==> config.mk <==
export PLATFORM = sky130hd
export DESIGN_NAME = console_io_regs
export DESIGN_NICKNAME = d
export VERILOG_FILES = /design/src/rtl/console_io_pkg.sv /design/src/rtl/cio_decode.sv /design/src/rtl/cio_kbd_chan.sv /design/src/rtl/cio_dsp_chan.sv /design/src/rtl/console_io_regs.sv
export SDC_FILE = /design/constraint.sdc
export NUM_CORES = 1
export LEC_CHECK = 0
export BUFFER_PORTS_ARGS = -buffer_cell sky130_fd_sc_hd__buf_4
export CAP_MARGIN = 20
export CELL_PAD_IN_SITES_DETAIL_PLACEMENT = 1
export CELL_PAD_IN_SITES_GLOBAL_PLACEMENT = 2
export CORE_MARGIN = 1
export CORE_UTILIZATION = 26
export CTS_CLUSTER_SIZE = 16
export DETAILED_ROUTE_END_ITERATION = 8
export GPL_TIMING_DRIVEN = 0
export PLACE_DENSITY_LB_ADDON = 0.1
export SLEW_MARGIN = 25
export SYNTH_ARGS = -nofsm -noshare
export SYNTH_HDL_FRONTEND = slang
export SYNTH_HIERARCHICAL = 1
export SYNTH_SLANG_ARGS = --single-unit
export TNS_END_PERCENT = 100
==> constraint.sdc <==
create_clock -name clk -period 3.1 [get_ports clk]
set_input_delay 0.62 -clock clk [delete_from_list [all_inputs] [get_ports clk]]
set_output_delay 0.62 -clock clk [all_outputs]
set_load 0.05 [all_outputs]
==> src/rtl/console_io_pkg.sv <==
package console_io_pkg;

    localparam int ADDR_W = 16;
    localparam int DATA_W = 16;
    localparam int CHAR_W = 8;

    localparam int RDY_BIT = DATA_W - 1;
    localparam int IE_BIT  = DATA_W - 2;

    localparam logic [ADDR_W-1:0] KSTAT_OFF = ADDR_W'(0);
    localparam logic [ADDR_W-1:0] KDATA_OFF = ADDR_W'(2);
    localparam logic [ADDR_W-1:0] DSTAT_OFF = ADDR_W'(4);
    localparam logic [ADDR_W-1:0] DDATA_OFF = ADDR_W'(6);

    typedef enum logic [2:0] {
        SEL_NONE,
        SEL_KSTAT,
        SEL_KDATA,
        SEL_DSTAT,
        SEL_DDATA
    } reg_sel_e;

    typedef struct packed {
        logic kstat_wr;
        logic kdata_rd;
        logic dstat_wr;
        logic ddata_wr;
    } strobe_t;

    typedef struct packed {
        logic              ready;
        logic              ie;
        logic [CHAR_W-1:0] chr;
    } chan_state_t;

    function automatic reg_sel_e decode_sel(input logic [ADDR_W-1:0] addr,
                                            input logic [ADDR_W-1:0] base);
        reg_sel_e s;
        if      (addr == ADDR_W'(base + KSTAT_OFF)) s = SEL_KSTAT;
        else if (addr == ADDR_W'(base + KDATA_OFF)) s = SEL_KDATA;
        else if (addr == ADDR_W'(base + DSTAT_OFF)) s = SEL_DSTAT;
        else if (addr == ADDR_W'(base + DDATA_OFF)) s = SEL_DDATA;
        else                                        s = SEL_NONE;
        return s;
    endfunction

    function automatic logic [DATA_W-1:0] status_word(input logic rdy, input logic ie);
        logic [DATA_W-1:0] w;
        w          = '0;
        w[RDY_BIT] = rdy;
        w[IE_BIT]  = ie;
        return w;
    endfunction

    function automatic logic [DATA_W-1:0] data_word(input logic [CHAR_W-1:0] c);
        return {{(DATA_W-CHAR_W){1'b0}}, c};
    endfunction

endpackage

==> src/rtl/cio_decode.sv <==
module cio_decode
    import console_io_pkg::*;
#(
    parameter logic [ADDR_W-1:0] BASE_ADDR = 16'hFE00
) (
    input  logic [ADDR_W-1:0] addr,
    input  logic              rd,
    input  logic              wr,
    output reg_sel_e          sel,
    output strobe_t           stb
);

    always_comb begin
        sel          = decode_sel(addr, BASE_ADDR);
        stb          = '0;
        stb.kstat_wr = wr && (sel == SEL_KSTAT);
        stb.kdata_rd = rd && (sel == SEL_KDATA);
        stb.dstat_wr = wr && (sel == SEL_DSTAT);
        stb.ddata_wr = wr && (sel == SEL_DDATA);
    end

endmodule

==> src/rtl/cio_kbd_chan.sv <==
module cio_kbd_chan
    import console_io_pkg::*;
(
    input  logic              clk,
    input  logic              rst,
    input  logic              key_stb,
    input  logic [CHAR_W-1:0] key_char,
    input  logic              stat_wr,
    input  logic              ie_in,
    input  logic              data_rd,
    output chan_state_t       st
);

    chan_state_t st_q;

    always_ff @(posedge clk) begin
        if (rst) begin
            st_q <= '0;
        end else begin
            if (stat_wr) st_q.ie <= ie_in;
            if (!st_q.ready && key_stb) begin
                st_q.chr   <= key_char;
                st_q.ready <= 1'b1;
            end else if (st_q.ready && data_rd) begin
                st_q.ready <= 1'b0;
            end
        end
    end

    assign st = st_q;

    assert_key_refused_R5: assert property (@(posedge clk) disable iff (rst)
        (st_q.ready && key_stb) |=> $stable(st_q.chr));

    assert_read_clears_R4: assert property (@(posedge clk) disable iff (rst)
        (st_q.ready && data_rd) |=> !st_q.ready);

    assert_key_sets_ready_R3: assert property (@(posedge clk) disable iff (rst)
        (!st_q.ready && key_stb) |=> (st_q.ready && st_q.chr == $past(key_char)));

endmodule

==> src/rtl/cio_dsp_chan.sv <==
module cio_dsp_chan
    import console_io_pkg::*;
(
    input  logic              clk,
    input  logic              rst,
    input  logic              stat_wr,
    input  logic              ie_in,
    input  logic              data_wr,
    input  logic [CHAR_W-1:0] wchar,
    input  logic              done,
    output chan_state_t       st,
    output logic              out_stb
);

    chan_state_t st_q;
    logic        stb_q;

    always_ff @(posedge clk) begin
        if (rst) begin
            st_q.ready <= 1'b1;
            st_q.ie    <= 1'b0;
            st_q.chr   <= '0;
            stb_q      <= 1'b0;
        end else begin
            stb_q <= 1'b0;
            if (stat_wr) st_q.ie <= ie_in;
            if (st_q.ready && data_wr) begin
                st_q.chr   <= wchar;
                st_q.ready <= 1'b0;
                stb_q      <= 1'b1;
            end else if (!st_q.ready && done) begin
                st_q.ready <= 1'b1;
            end
        end
    end

    assign st      = st_q;
    assign out_stb = stb_q;

    assert_busy_write_R7: assert property (@(posedge clk) disable iff (rst)
        (!st_q.ready && data_wr) |=> ($stable(st_q.chr) && !stb_q));

    assert_done_sets_R8: assert property (@(posedge clk) disable iff (rst)
        (!st_q.ready && done) |=> st_q.ready);

    assert_stb_pulse_R6: assert property (@(posedge clk) disable iff (rst)
        stb_q |=> !stb_q);

    assert_stb_busy_R6: assert property (@(posedge clk) disable iff (rst)
        stb_q |-> !st_q.ready);

endmodule

==> src/rtl/console_io_regs.sv <==
module console_io_regs
    import console_io_pkg::*;
#(
    parameter logic [ADDR_W-1:0] BASE_ADDR = 16'hFE00
) (
    input  logic              clk,
    input  logic              rst,
    input  logic [ADDR_W-1:0] bus_addr,
    input  logic              bus_rd,
    input  logic              bus_wr,
    input  logic [DATA_W-1:0] bus_wdata,
    output logic [DATA_W-1:0] bus_rdata,
    input  logic              key_stb,
    input  logic [CHAR_W-1:0] key_char,
    output logic              disp_stb,
    output logic [CHAR_W-1:0] disp_char,
    input  logic              disp_done,
    output logic              kbd_irq,
    output logic              dsp_irq
);

    reg_sel_e    sel;
    strobe_t     stb;
    chan_state_t k_st;
    chan_state_t d_st;

    cio_decode #(.BASE_ADDR(BASE_ADDR)) u_dec (
        .addr (bus_addr),
        .rd   (bus_rd),
        .wr   (bus_wr),
        .sel  (sel),
        .stb  (stb)
    );

    cio_kbd_chan u_kbd (
        .clk      (clk),
        .rst      (rst),
        .key_stb  (key_stb),
        .key_char (key_char),
        .stat_wr  (stb.kstat_wr),
        .ie_in    (bus_wdata[IE_BIT]),
        .data_rd  (stb.kdata_rd),
        .st       (k_st)
    );

    cio_dsp_chan u_dsp (
        .clk     (clk),
        .rst     (rst),
        .stat_wr (stb.dstat_wr),
        .ie_in   (bus_wdata[IE_BIT]),
        .data_wr (stb.ddata_wr),
        .wchar   (bus_wdata[CHAR_W-1:0]),
        .done    (disp_done),
        .st      (d_st),
        .out_stb (disp_stb)
    );

    always_comb begin
        bus_rdata = '0;
        if (bus_rd) begin
            case (sel)
                SEL_KSTAT: bus_rdata = status_word(k_st.ready, k_st.ie);
                SEL_KDATA: bus_rdata = data_word(k_st.chr);
                SEL_DSTAT: bus_rdata = status_word(d_st.ready, d_st.ie);
                SEL_DDATA: bus_rdata = data_word(d_st.chr);
                default:   bus_rdata = '0;
            endcase
        end
    end

    assign disp_char = d_st.chr;
    assign kbd_irq   = k_st.ready & k_st.ie;
    assign dsp_irq   = d_st.ready & d_st.ie;

    assert_unmapped_write_R2: assert property (@(posedge clk) disable iff (rst)
        (bus_wr && sel == SEL_NONE) |=> ($stable(k_st.ie) && $stable(d_st.ie)));

    assert_kbd_irq_R10: assert property (@(posedge clk) disable iff (rst)
        (stb.kstat_wr && !bus_wdata[IE_BIT]) |=> !kbd_irq);

    assert_idle_rdata_R2: assert property (@(posedge clk) disable iff (rst)
        !bus_rd |-> (bus_rdata == '0));

endmodule

==> key figures, run 1 <==
Worst setup path
  – CP bufs+invs: 3
  – CP startpoint: bus_addr[4]
  – Crit-path max FO: 10
  – Crit-path cells: buf_4 -> nor4b_4 -> nand2_1 -> nor2_1 -> buf_6 -> nand3b_1 -> a21oi_1 -> buf_4
  – CP Capture Type: output pin
  – Worst r2r src: u_kbd/st[9]
  – Slowest cell on the critical path: nor2_1
  – Most used cell, CP: buf_4
  – Crit Path Class: in2out
  – Critical path's top delay family: simple AND/OR/NAND/NOR gates
  – Worst endpoint data arrival time: 2.31 ns
  – Max incr delay on CP: 0.41 ns
  – Startpoint types: primary input
  – Required time of the critical path: 2.48 ns

Global route
  – Gr ovfl total: 0
  – First-pass GRT wire length: 6350 microns
  – Largest net degree at the start of global routing: 12
  – Tot GR Track Use: 15.4%
  – Vias in the first global route: 1,368
  – Antenna violations before repair: 0

Drt
  – Via count: 1,309
  – ANT nets after route: 0
  – Wirelength per Cell: 14.1 microns
  – Drt initial violations: 24
  – Drt via density: 4.63
  – DRC violations left: 0
  – TritonRoute pass-1 iters: 2
  – Routed WL: 3990 microns

Place
  – Area post-placement: 1880 sq um
  – Dpl ws: 0.0778 ns
  – Port Buffers: 59
  – DPL Wire Length: 3260 microns
  – RePlAce Congestion: 0.714
  – Dpl cells: 279

CTS
  – Setup Fix Bufs, Post-CTS: 0
  – Number of gates resized after cts: 0
  – Inserted Clock Buffers: 3
  – CTS Buffer Depth: 2
  – CTS tree: yes
  – H-tree levels: 1
  – # clock sinks: 21
  – CTS clk-pin slew, worst paths: 0.08 ns
  – Clock latency on the worst-skew pair: 0.26 ns
  – Root buffer cell: clkbuf_8
  – Post-cts hold buffer count: 0

Synth
  – Number of flops mapped to enable cells by yosys: 0
  – Compound-cell area share of the yosys netlist: 16.9%
  – Commonest cells post-synth: dfxtp_1, nand3b_1, a21oi_1
  – Gate Count Post-Synth: 148
  – Simple logic cell fraction of the synthesized area: 36.9%
  – Post-synthesis sequential area ratio: 31.4%
  – Largest family of logic cells by synthesized area: simple AND/OR/NAND/NOR gates
  – Yosys reg bits: 21
  – Post-synthesis mux area share: 2.99%
  – Synth area leader: dfxtp_1
  – Yosys warning total: 6
  – Mean Syn Cell Area: 9.05 sq um
  – Netlist cell types: 35
  – Area contributors post-synth: dfxtp_1, nand3b_1, nand4bb_1
  – Count leader, synth: dfxtp_1
  – Main synth FF type: dfxtp_1
  – Synth Area in XOR/XNOR: 0.654%
  – Share of the synthesized area in the top cell type: 31.4%
  – Async S/R FF share, synth: 0%
  – Synth Area in Adders: 0%
  – Post-Syn Area: 1340 sq um

STA
  – Setup_tns: 0 ns
  – Actual slew at the worst max-slew pin: 0.496 ns
  – Final WS setup: 0.170 ns
  – Final hold vios: 0
  – Skew final: 0.00116 ns
  – RSZ-0062 raised after global routing: no
  – Min Tclk post-route: 2.93 ns
  – Final max-slew violation count: 0
  – Slew HR: 66.8%
  – Final Cycle Share: 94.5%
  – Highest clock rate: 341 MHz
  – Final setup fails: 0

Final layout
  – Post-route cell area: 1930 sq um
  – Share of cells above drive strength 1: 42.1%
  – Finished Layout Cells: 283
  – Final core utilization: 39.8%
  – # fillers: 579
  – N_diodes: 0
  – Nets: 263
  – Synthesis-to-layout area growth: 44.3%

Pwr
  – PwrDens: 292 nW/um^2
  – Pleak: 0.792 nW
  – Worst vdd ir: 0.128 mV

Min path
  – Hold Crit Class: reg2reg
  – Hold path start: u_kbd/st[0]

Die
  – Core box area: 4850 sq um
  – I/O Pins: 73
  – Initial Utilization: 27.6%
  – Die area: 5440 sq um
  – Die width: 73.8 microns
  – DIE HEIGHT: 73.8 microns
  – Site Rows: 25

Outcome
  – Status: finished, final reports clean

Job
  – Max-cap violation count: 0
## layout by cell type, fill, tap and decap left out, types with 3 or more instances in the layout
cell type,n
clkbuf_8,3
nand3b_1,17
mux2i_1,4
o21ai_0,7
nand2b_1,9
nor3b_1,3
a21oi_2,3
a21oi_1,13
dfxtp_1,21
nand3_1,8
buf_4,66
conb_1,6
nor2_1,9
buf_6,5
a21bo_2,6
nand4bb_1,8
## layer usage
| metal | vias up | track usage (%) | share of wire [%] |
|---|---|---|---|
| met1 | 608 | 18.7 | 44 |
| met2 | 45 | 26.8 | 48 |
| li1 | 652 | - | - |
| met5 | - | 0 | 0 |
| met4 | 0 | 5.77 | 0.95 |
| met3 | 4 | 2.74 | 6.3 |
## worst paths after layout
check	to	slack, ns	cells after the start
setup reg to reg	u_kbd/st[2]	2.08	3
hold / removal	u_kbd/st[0]	0.48	2
hold reg to reg	u_kbd/st[0]	0.48	2
setup / recovery	bus_rdata[4]	0.17	8
## where the power goes
part	switching (W)	leakage, nW	internal [W]
registers	0.00000444	0.171	0.000277
logic	0.0000459	0.598	0.0000535
clock network	0.0000913	0.0228	0.0000917
total	0.000142	0.792	0.000422
## tightest hold or removal path, stage by stage, from the launching register on
cell and delay, ns:
dfxtp_1 0.32, nand2b_1 0.06, o21ai_0 0.06
## final cells by class
| cell class | instances | area [sq um] | share of cell area [%] |
|---|---|---|---|
| multi-input cells | 114 | 795 | 41.1 |
| clock buffers | 4 | 45.0 | 2.33 |
| repair buffers | 59 | 443 | 22.9 |
| inverters | 2 | 7.51 | 0.389 |
| flip-flops and latches | 21 | 420 | 21.8 |
| plain buffers | 16 | 138 | 7.12 |
| well taps | 67 | 83.8 | 4.34 |
## stage by stage
step           hold slack (ns)  power (W)
2_1_floorplan            0.442   0.000336
3_3_place_gp             0.467   0.000384
3_5_place_dp             0.468   0.000387
4_1_cts                  0.482   0.000572
5_1_grt                  0.504   0.000596
6_report                 0.481   0.000564
## cell families after synthesis
family,after synthesis
buffers and inverters,18
DFF,21
AOI/OAI and AO/OA,34
muxes,4
other,1
xor gates and xnor gates,1
and+or+nand+nor,69
## sequential cells by signal, indices dropped and copies added (netlist names)
| name | flops |
|---|---|
| u_dsp/st | 10 |
| u_dsp/out_stb | 1 |
| u_kbd/st | 10 |
No activity file was read; power rests on OpenSTA's default activity.
==> inputs of run 2 (changes only) <==
Settings changed: SETUP_SLACK_MARGIN set to 0.4.
==> run 2 against run 1 <==
Net effect: combinational power about the same; clock-buffer cell count unchanged; sequential share of layout area down 1.8 points; largest cell class unchanged; global-route usage is 0.80 points lower; non-clock buffer count increased by 5; worst hold slack about the same; first-iteration DRC count grew to 2.9 times the previous value.
==> key figures, run 2 (synthesized netlist as in run 1, its figures left out) <==
Outcome
  – Status: finished, final reports clean

Final layout
  – Share of cells above drive strength 1: 48.4% (+6.3 points)
  – Synthesis-to-layout area growth: 57.4%
  – Most common cell after layout, fill and taps aside: buf_4
  – N_diodes: 0 (unchanged)
  – Nets: 268 (+1.9%)
  – Commonest non-fill, non-tap cells in the layout: buf_4, dfxtp_1, nand3b_1, buf_6, nand2b_1
  – Finished Layout Cells: 288 (+1.8%)
  – Post-route cell area: 2110 sq um (+9.1%)

Worst setup path
  – Slowest cell on the critical path: nor4b_4
  – Reg2reg setup slack: 2.08 ns (about the same)
  – Crit-path max FO: 5 (-5)
  – Startpoint types: primary input
  – Worst r2r dst: u_dsp/st[1]
  – CP Capture Type: output pin
  – Crit-path cells: buf_6 -> nor4b_4 -> nand4_1 -> nor2_4 -> buf_6 -> nand3b_1 -> a21oi_4 -> buf_6
  – R2R depth: 4 (+1)
  – Max incr delay on CP: 0.31 ns (-0.10 ns)
  – Crit Path Class: in2out
  – Most used cell, CP: buf_6
  – Worst endpoint data arrival time: 2.09 ns (-0.22 ns)
  – Required time of the critical path: 2.48 ns (about the same)
  – CP startpoint: bus_addr[6]
  – Worst r2r src: u_dsp/st[9]

Pwr
  – Worst vdd ir: 0.124 mV (-2.8%)
  – Sw Ratio: 24.8% (-0.30 points)
  – Sw power: 0.000140 W (-1.3%)
  – Cell Int Power: 0.000423 W (+0.31%)
  – Clock power share: 31.8% (-0.7 points)
  – Pleak: 0.832 nW (+5.1%)
  – PwrDens: 267 nW/um^2 (-8.4%)
  – Seq pwr share: 50.0% (about the same)
  – Combinational Power Share: 18.2% (+0.6 points)

Global route
  – Antenna violations before repair: 0 (unchanged)
  – Gr ovfl total: 0 (unchanged)
  – Vias in the first global route: 1,287 (-5.9%)
  – Largest net degree at the start of global routing: 12 (unchanged)
  – First-pass GRT wire length: 6020 microns (-5.3%)
  – Grt met3 use: 3.43% (+0.69 points)
  – M1 GR Usage: 16.7% (-2.1 points)
  – Tot GR Track Use: 14.6% (-0.80 points)
  – Grt met2 use: 27.2% (+0.41 points)
  – GR peak layer: met2

Drt
  – Via count: 1,283 (-2.0%)
  – Routed WL: 3930 microns (-1.4%)
  – Wirelength per Cell: 13.6 microns (-3.1%)
  – Drt initial violations: 70 (+190%)
  – DRC violations left: 0 (unchanged)
  – ANT nets after route: 0 (unchanged)
  – Drt via density: 4.45 (-3.7%)
  – TritonRoute pass-1 iters: 4 (+2)

Die
  – Die width: 73.8 microns (unchanged)
  – DIE HEIGHT: 73.8 microns (unchanged)
  – Site Rows: 25 (unchanged)
  – I/O Pins: 73 (unchanged)
  – Core box area: 4850 sq um (unchanged)
  – Initial Utilization: 27.6% (unchanged)
  – Die area: 5440 sq um (unchanged)

CTS
  – H-tree levels: 1 (unchanged)
  – # clock sinks: 21 (unchanged)
  – CTS Buffer Depth: 2 (unchanged)
  – Root buffer cell: clkbuf_8
  – Inserted Clock Buffers: 3 (unchanged)
  – CTS tree: yes
  – CTS clk-pin slew, worst paths: 0.08 ns (about the same)
  – Clock latency on the worst-skew pair: 0.26 ns (about the same)
  – Post-cts hold buffer count: 0 (unchanged)

STA
  – Min Tclk post-route: 2.71 ns (-0.217 ns)
  – Final Cycle Share: 87.5% (-7.0 points)
  – Final hold vios: 0 (unchanged)
  – Worst hold margin: 0.480 ns (-0.000245 ns)
  – Final max-slew violation count: 0 (unchanged)
  – Skew final: 0.000982 ns (-0.000173 ns)
  – RSZ-0062 raised after global routing: yes
  – Setup_tns: 0 ns (unchanged)
  – Highest clock rate: 369 MHz (+8.0%)
  – Final setup fails: 0 (unchanged)

Place
  – Port Buffers: 59 (unchanged)
  – RePlAce Congestion: 0.734 (+2.7%)
  – Area post-placement: 1960 sq um (+4.1%)
  – DPL Wire Length: 3100 microns (-5.1%)
  – Dpl cells: 279 (unchanged)

Min path
  – Hold Crit Depth: 2 (unchanged)
  – WHS Endpoint: u_kbd/st[4]
  – Hold Crit Class: reg2reg
  – Hold path start: u_kbd/st[4]

Job
  – Max-cap violation count: 0 (unchanged)
## run 2: cell types whose count changed in the layout (fill, tap and decap cells not counted)
cell      previous run  this run
buf_6                5        15
a21oi_1             13         6
a21oi_4              0         6
buf_4               66        60
nor2_1               9         6
nor2_4               0         2
a21oi_2              3         4
buf_8                1         2
clkbuf_1             2         1
clkbuf_4             0         1
nor2_2               1         2
## run 2: worst max-delay path by stage
stage              endpoint  slack (ns)
3_3_place_gp   bus_rdata[6]        0.09
5_1_grt        bus_rdata[7]        0.30
4_1_cts        bus_rdata[3]        0.39
6_report       bus_rdata[3]        0.39
2_1_floorplan  bus_rdata[0]        0.38
3_5_place_dp   bus_rdata[6]        0.06
## run 2: routing by layer
layer | routed length (microns) | share of wire, % | up-vias
met1 | 1680 | 43 | 584
li1 | - | - | 662
met4 | 18 | 0.46 | 0
met5 | 0 | 0 | -
met2 | 2060 | 52 | 35
met3 | 177 | 4.5 | 2
## run 2: per-stage QoR
| stage | setup slack [ns] | total power [W] | util, % |
|---|---|---|---|
| 6_report | 0.387 | 0.000563 | 43.5 |
| 5_1_grt | 0.305 | 0.000592 | 43.5 |
| 4_1_cts | 0.390 | 0.000572 | 42.6 |
| 3_5_place_dp | 0.0601 | 0.000389 | 40.4 |
| 3_3_place_gp | 0.0933 | 0.000387 | 40.4 |
| 2_1_floorplan | 0.384 | 0.000339 | - |
## run 2: power by group through the flow
stage	sequential, W	clock (W)	combinational, W
6_report	0.000281	0.000179	0.000102
5_1_grt	0.000282	0.000199	0.000111
3_5_place_dp	0.000288	0	0.000101
2_1_floorplan	0.000286	0	0.0000524
4_1_cts	0.000282	0.000188	0.000102
3_3_place_gp	0.000288	0	0.0000988
## run 2: area by class of cell
type	count	area (sq um)
well taps	67	83.8
inverters	2	7.51
repair buffers	64	526
flip-flops and latches	21	420
fillers	563	2740
multi-input cells	114	883
plain buffers	16	141
clock buffers	4	45.0
## run 2: critical path, delay by kind of cell
family | cells | cell delay, ns
simple gates | 4 | 0.89
buf+inv | 3 | 0.40
compound gates | 1 | 0.18
## run 2: repair_timing
| action | CTS | global route |
|---|---|---|
| gates resized for setup | 11 | 8 |
| gates cloned | 0 | 1 |
| setup buffers | 3 | 1 |
| endpoints found under the setup margin | 10 | 10 |
| pin swaps | 3 | 4 |
==> inputs of run 3 (changes only) <==
Settings changed: CORE_UTILIZATION 26 to 24.
Clock period 3.1 ns to 2.61 ns, I/O delays scaled along.
==> run 3 against run 2 <==
Net effect: clock skew hardly changed; worst hold slack better by 0.018 ns; via count is 5.5% higher; sequential cell count stayed put; non-clock buffer count is 4 higher; core utilization is 0.84 points lower; setup slack worse by 0.26 ns; critical path depth is 1 higher; routed wire length is 6.8% higher; largest power group unchanged.
==> key figures, run 3 (synthesized netlist as in run 1, its figures left out) <==
Final layout
  – Post-route cell area: 2230 sq um (+5.9%)
  – Most common cell after layout, fill and taps aside: buf_4
  – Finished Layout Cells: 295 (+2.4%)
  – Share of cells above drive strength 1: 51.1% (+2.7 points)
  – # fillers: 617 (+9.6%)
  – Final core utilization: 42.6% (-0.84 points)
  – Nets: 272 (+1.5%)
  – N_diodes: 0 (unchanged)
  – Commonest non-fill, non-tap cells in the layout: buf_4, dfxtp_1, buf_6, nand3b_1, nand2b_1
  – Synthesis-to-layout area growth: 66.7%

CTS
  – CTS tree: yes
  – Inserted Clock Buffers: 3 (unchanged)
  – # clock sinks: 21 (unchanged)
  – CTS clk-pin slew, worst paths: 0.08 ns (about the same)
  – CTS Buffer Depth: 2 (unchanged)
  – Root buffer cell: clkbuf_8
  – Post-cts hold buffer count: 0 (unchanged)
  – Clock latency on the worst-skew pair: 0.26 ns (about the same)
  – H-tree levels: 1 (unchanged)

STA
  – Final max-slew violation count: 0 (unchanged)
  – Highest clock rate: 402 MHz
  – Final setup fails: 0 (unchanged)
  – Final hold vios: 0 (unchanged)
  – Worst hold margin: 0.498 ns (+0.0179 ns)
  – RSZ-0062 raised after global routing: yes
  – Min Tclk post-route: 2.49 ns
  – Skew final: 0.00132 ns (+0.000340 ns)
  – Final Cycle Share: 95.3%
  – Setup_tns: 0 ns (unchanged)

Drt
  – Drt via density: 4.59 (+3.0%)
  – ANT nets after route: 0 (unchanged)
  – Via count: 1,354 (+5.5%)
  – Wirelength per Cell: 14.2 microns (+4.3%)
  – Routed WL: 4200 microns (+6.8%)
  – DRC violations left: 0 (unchanged)
  – TritonRoute pass-1 iters: 4 (unchanged)
  – Drt initial violations: 19 (-73%)

Pwr
  – Seq pwr share: 49.6% (-0.4 points)
  – PwrDens: 303 nW/um^2 (+13%)
  – Sw power: 0.000172 W (+23%)
  – Clock power share: 31.3% (-0.5 points)
  – Worst vdd ir: 0.164 mV (+32%)
  – Combinational Power Share: 19.1% (+0.9 points)
  – Pleak: 0.886 nW (+6.4%)
  – Sw Ratio: 25.5% (+0.62 points)
  – Cell Int Power: 0.000504 W (+19%)

Worst setup path
  – Crit-path max FO: 5 (unchanged)
  – Startpoint types: primary input
  – Worst endpoint data arrival time: 1.97 ns (-0.12 ns)
  – Required time of the critical path: 2.09 ns (-0.39 ns)
  – CP Capture Type: output pin
  – Crit Path Class: in2out

Place
  – DPL Wire Length: 3270 microns (+5.5%)
  – Dpl cells: 282 (+1.1%)
  – Area post-placement: 2000 sq um (+1.8%)
  – RePlAce Congestion: 0.749 (+2.0%)
  – Port Buffers: 59 (unchanged)

Global route
  – Vias in the first global route: 1,415 (+9.9%)
  – Gr ovfl total: 0 (unchanged)
  – M1 GR Usage: 16.9% (+0.24 points)
  – Antenna violations before repair: 0 (unchanged)
  – Largest net degree at the start of global routing: 13 (+1)
  – Grt met2 use: 27.8% (+0.55 points)
  – First-pass GRT wire length: 6990 microns (+16%)
  – Tot GR Track Use: 14.7% (+0.16 points)
  – Grt met3 use: 3.10% (-0.33 points)
  – GR peak layer: met2

Die
  – Site Rows: 26 (+4.0%)
  – Die area: 5880 sq um (+8.1%)
  – Die width: 76.7 microns (+4.0%)
  – Core box area: 5240 sq um (+8.0%)
  – I/O Pins: 73 (unchanged)
  – DIE HEIGHT: 76.7 microns (+4.0%)
  – Initial Utilization: 25.6% (-2.1 points)

Outcome
  – Status: finished, final reports clean

Min path
  – Hold Crit Class: in2reg

Job
  – Max-cap violation count: 0 (unchanged)
## run 3: cell count changes in the layout (fill, tap and decap cells not counted), moves of 2 or more
cell / delta
buf_6: +2
nor2_4: +2
a21oi_2: -2
mux2i_1: -2
a21oi_4: +2
mux2i_4: +2
nor2_2: -2
## run 3: power groups by stage
stage | logic [W] | registers, W | clock network (W)
3_5_place_dp | 0.000123 | 0.000342 | 0
2_1_floorplan | 0.0000636 | 0.000340 | 0
4_1_cts | 0.000128 | 0.000336 | 0.000222
3_3_place_gp | 0.000119 | 0.000342 | 0
6_report | 0.000129 | 0.000335 | 0.000211
5_1_grt | 0.000138 | 0.000337 | 0.000233
## run 3: critical path, stage by stage
cell	delay [ns]
buf_6	0.10
nor4b_4	0.30
buf_4	0.17
nand2_4	0.05
nor2_4	0.16
clkbuf_16	0.19
nand3b_1	0.13
a21oi_4	0.17
buf_6	0.17
## run 3: what timing repair did
item                                    4_1_cts  5_1_grt
pin swaps                                    10        5
endpoints found under the hold margin         0        0
endpoints found under the setup margin       10       10
cloned                                        1        1
resized for setup                            22        4
setup buffers                                 5        2
## run 3: path summary, 6_finish.rpt
check	end	cells after the start	from	slack, ns
max	bus_rdata[4]	9	bus_addr[6]	0.12
min	u_dsp/st[9]	3	disp_done	0.50
max reg2reg	u_kbd/st[1]	3	u_kbd/st[9]	1.52
min reg2reg	u_kbd/st[3]	2	u_kbd/st[3]	0.50
## run 3: per-layer routing
| layer | wire length, microns | up-vias |
|---|---|---|
| met5 | 0 | - |
| met4 | 23 | 0 |
| met3 | 157 | 2 |
| met2 | 2240 | 32 |
| met1 | 1780 | 649 |
| li1 | - | 671 |
## run 3: layout make-up
cell class | instances | area, sq um | share of cell area (%)
multi-input cells | 114 | 941 | 42.2
repair buffers | 68 | 577 | 25.8
flip-flops and latches | 21 | 420 | 18.8
plain buffers | 16 | 153 | 6.84
well taps | 70 | 87.6 | 3.92
clock buffers | 3 | 41.3 | 1.85
inverters | 2 | 7.51 | 0.336
clock inverters | 1 | 5.00 | 0.224
## run 3: per-stage QoR
stage                     setup WS [ns]  total power [W]
after floorplan                   0.262         0.000403
after global placement          -0.0499         0.000461
after detailed placement        -0.0612         0.000465
after CTS                         0.136         0.000686
after global routing             0.0662         0.000708
final                             0.122         0.000676
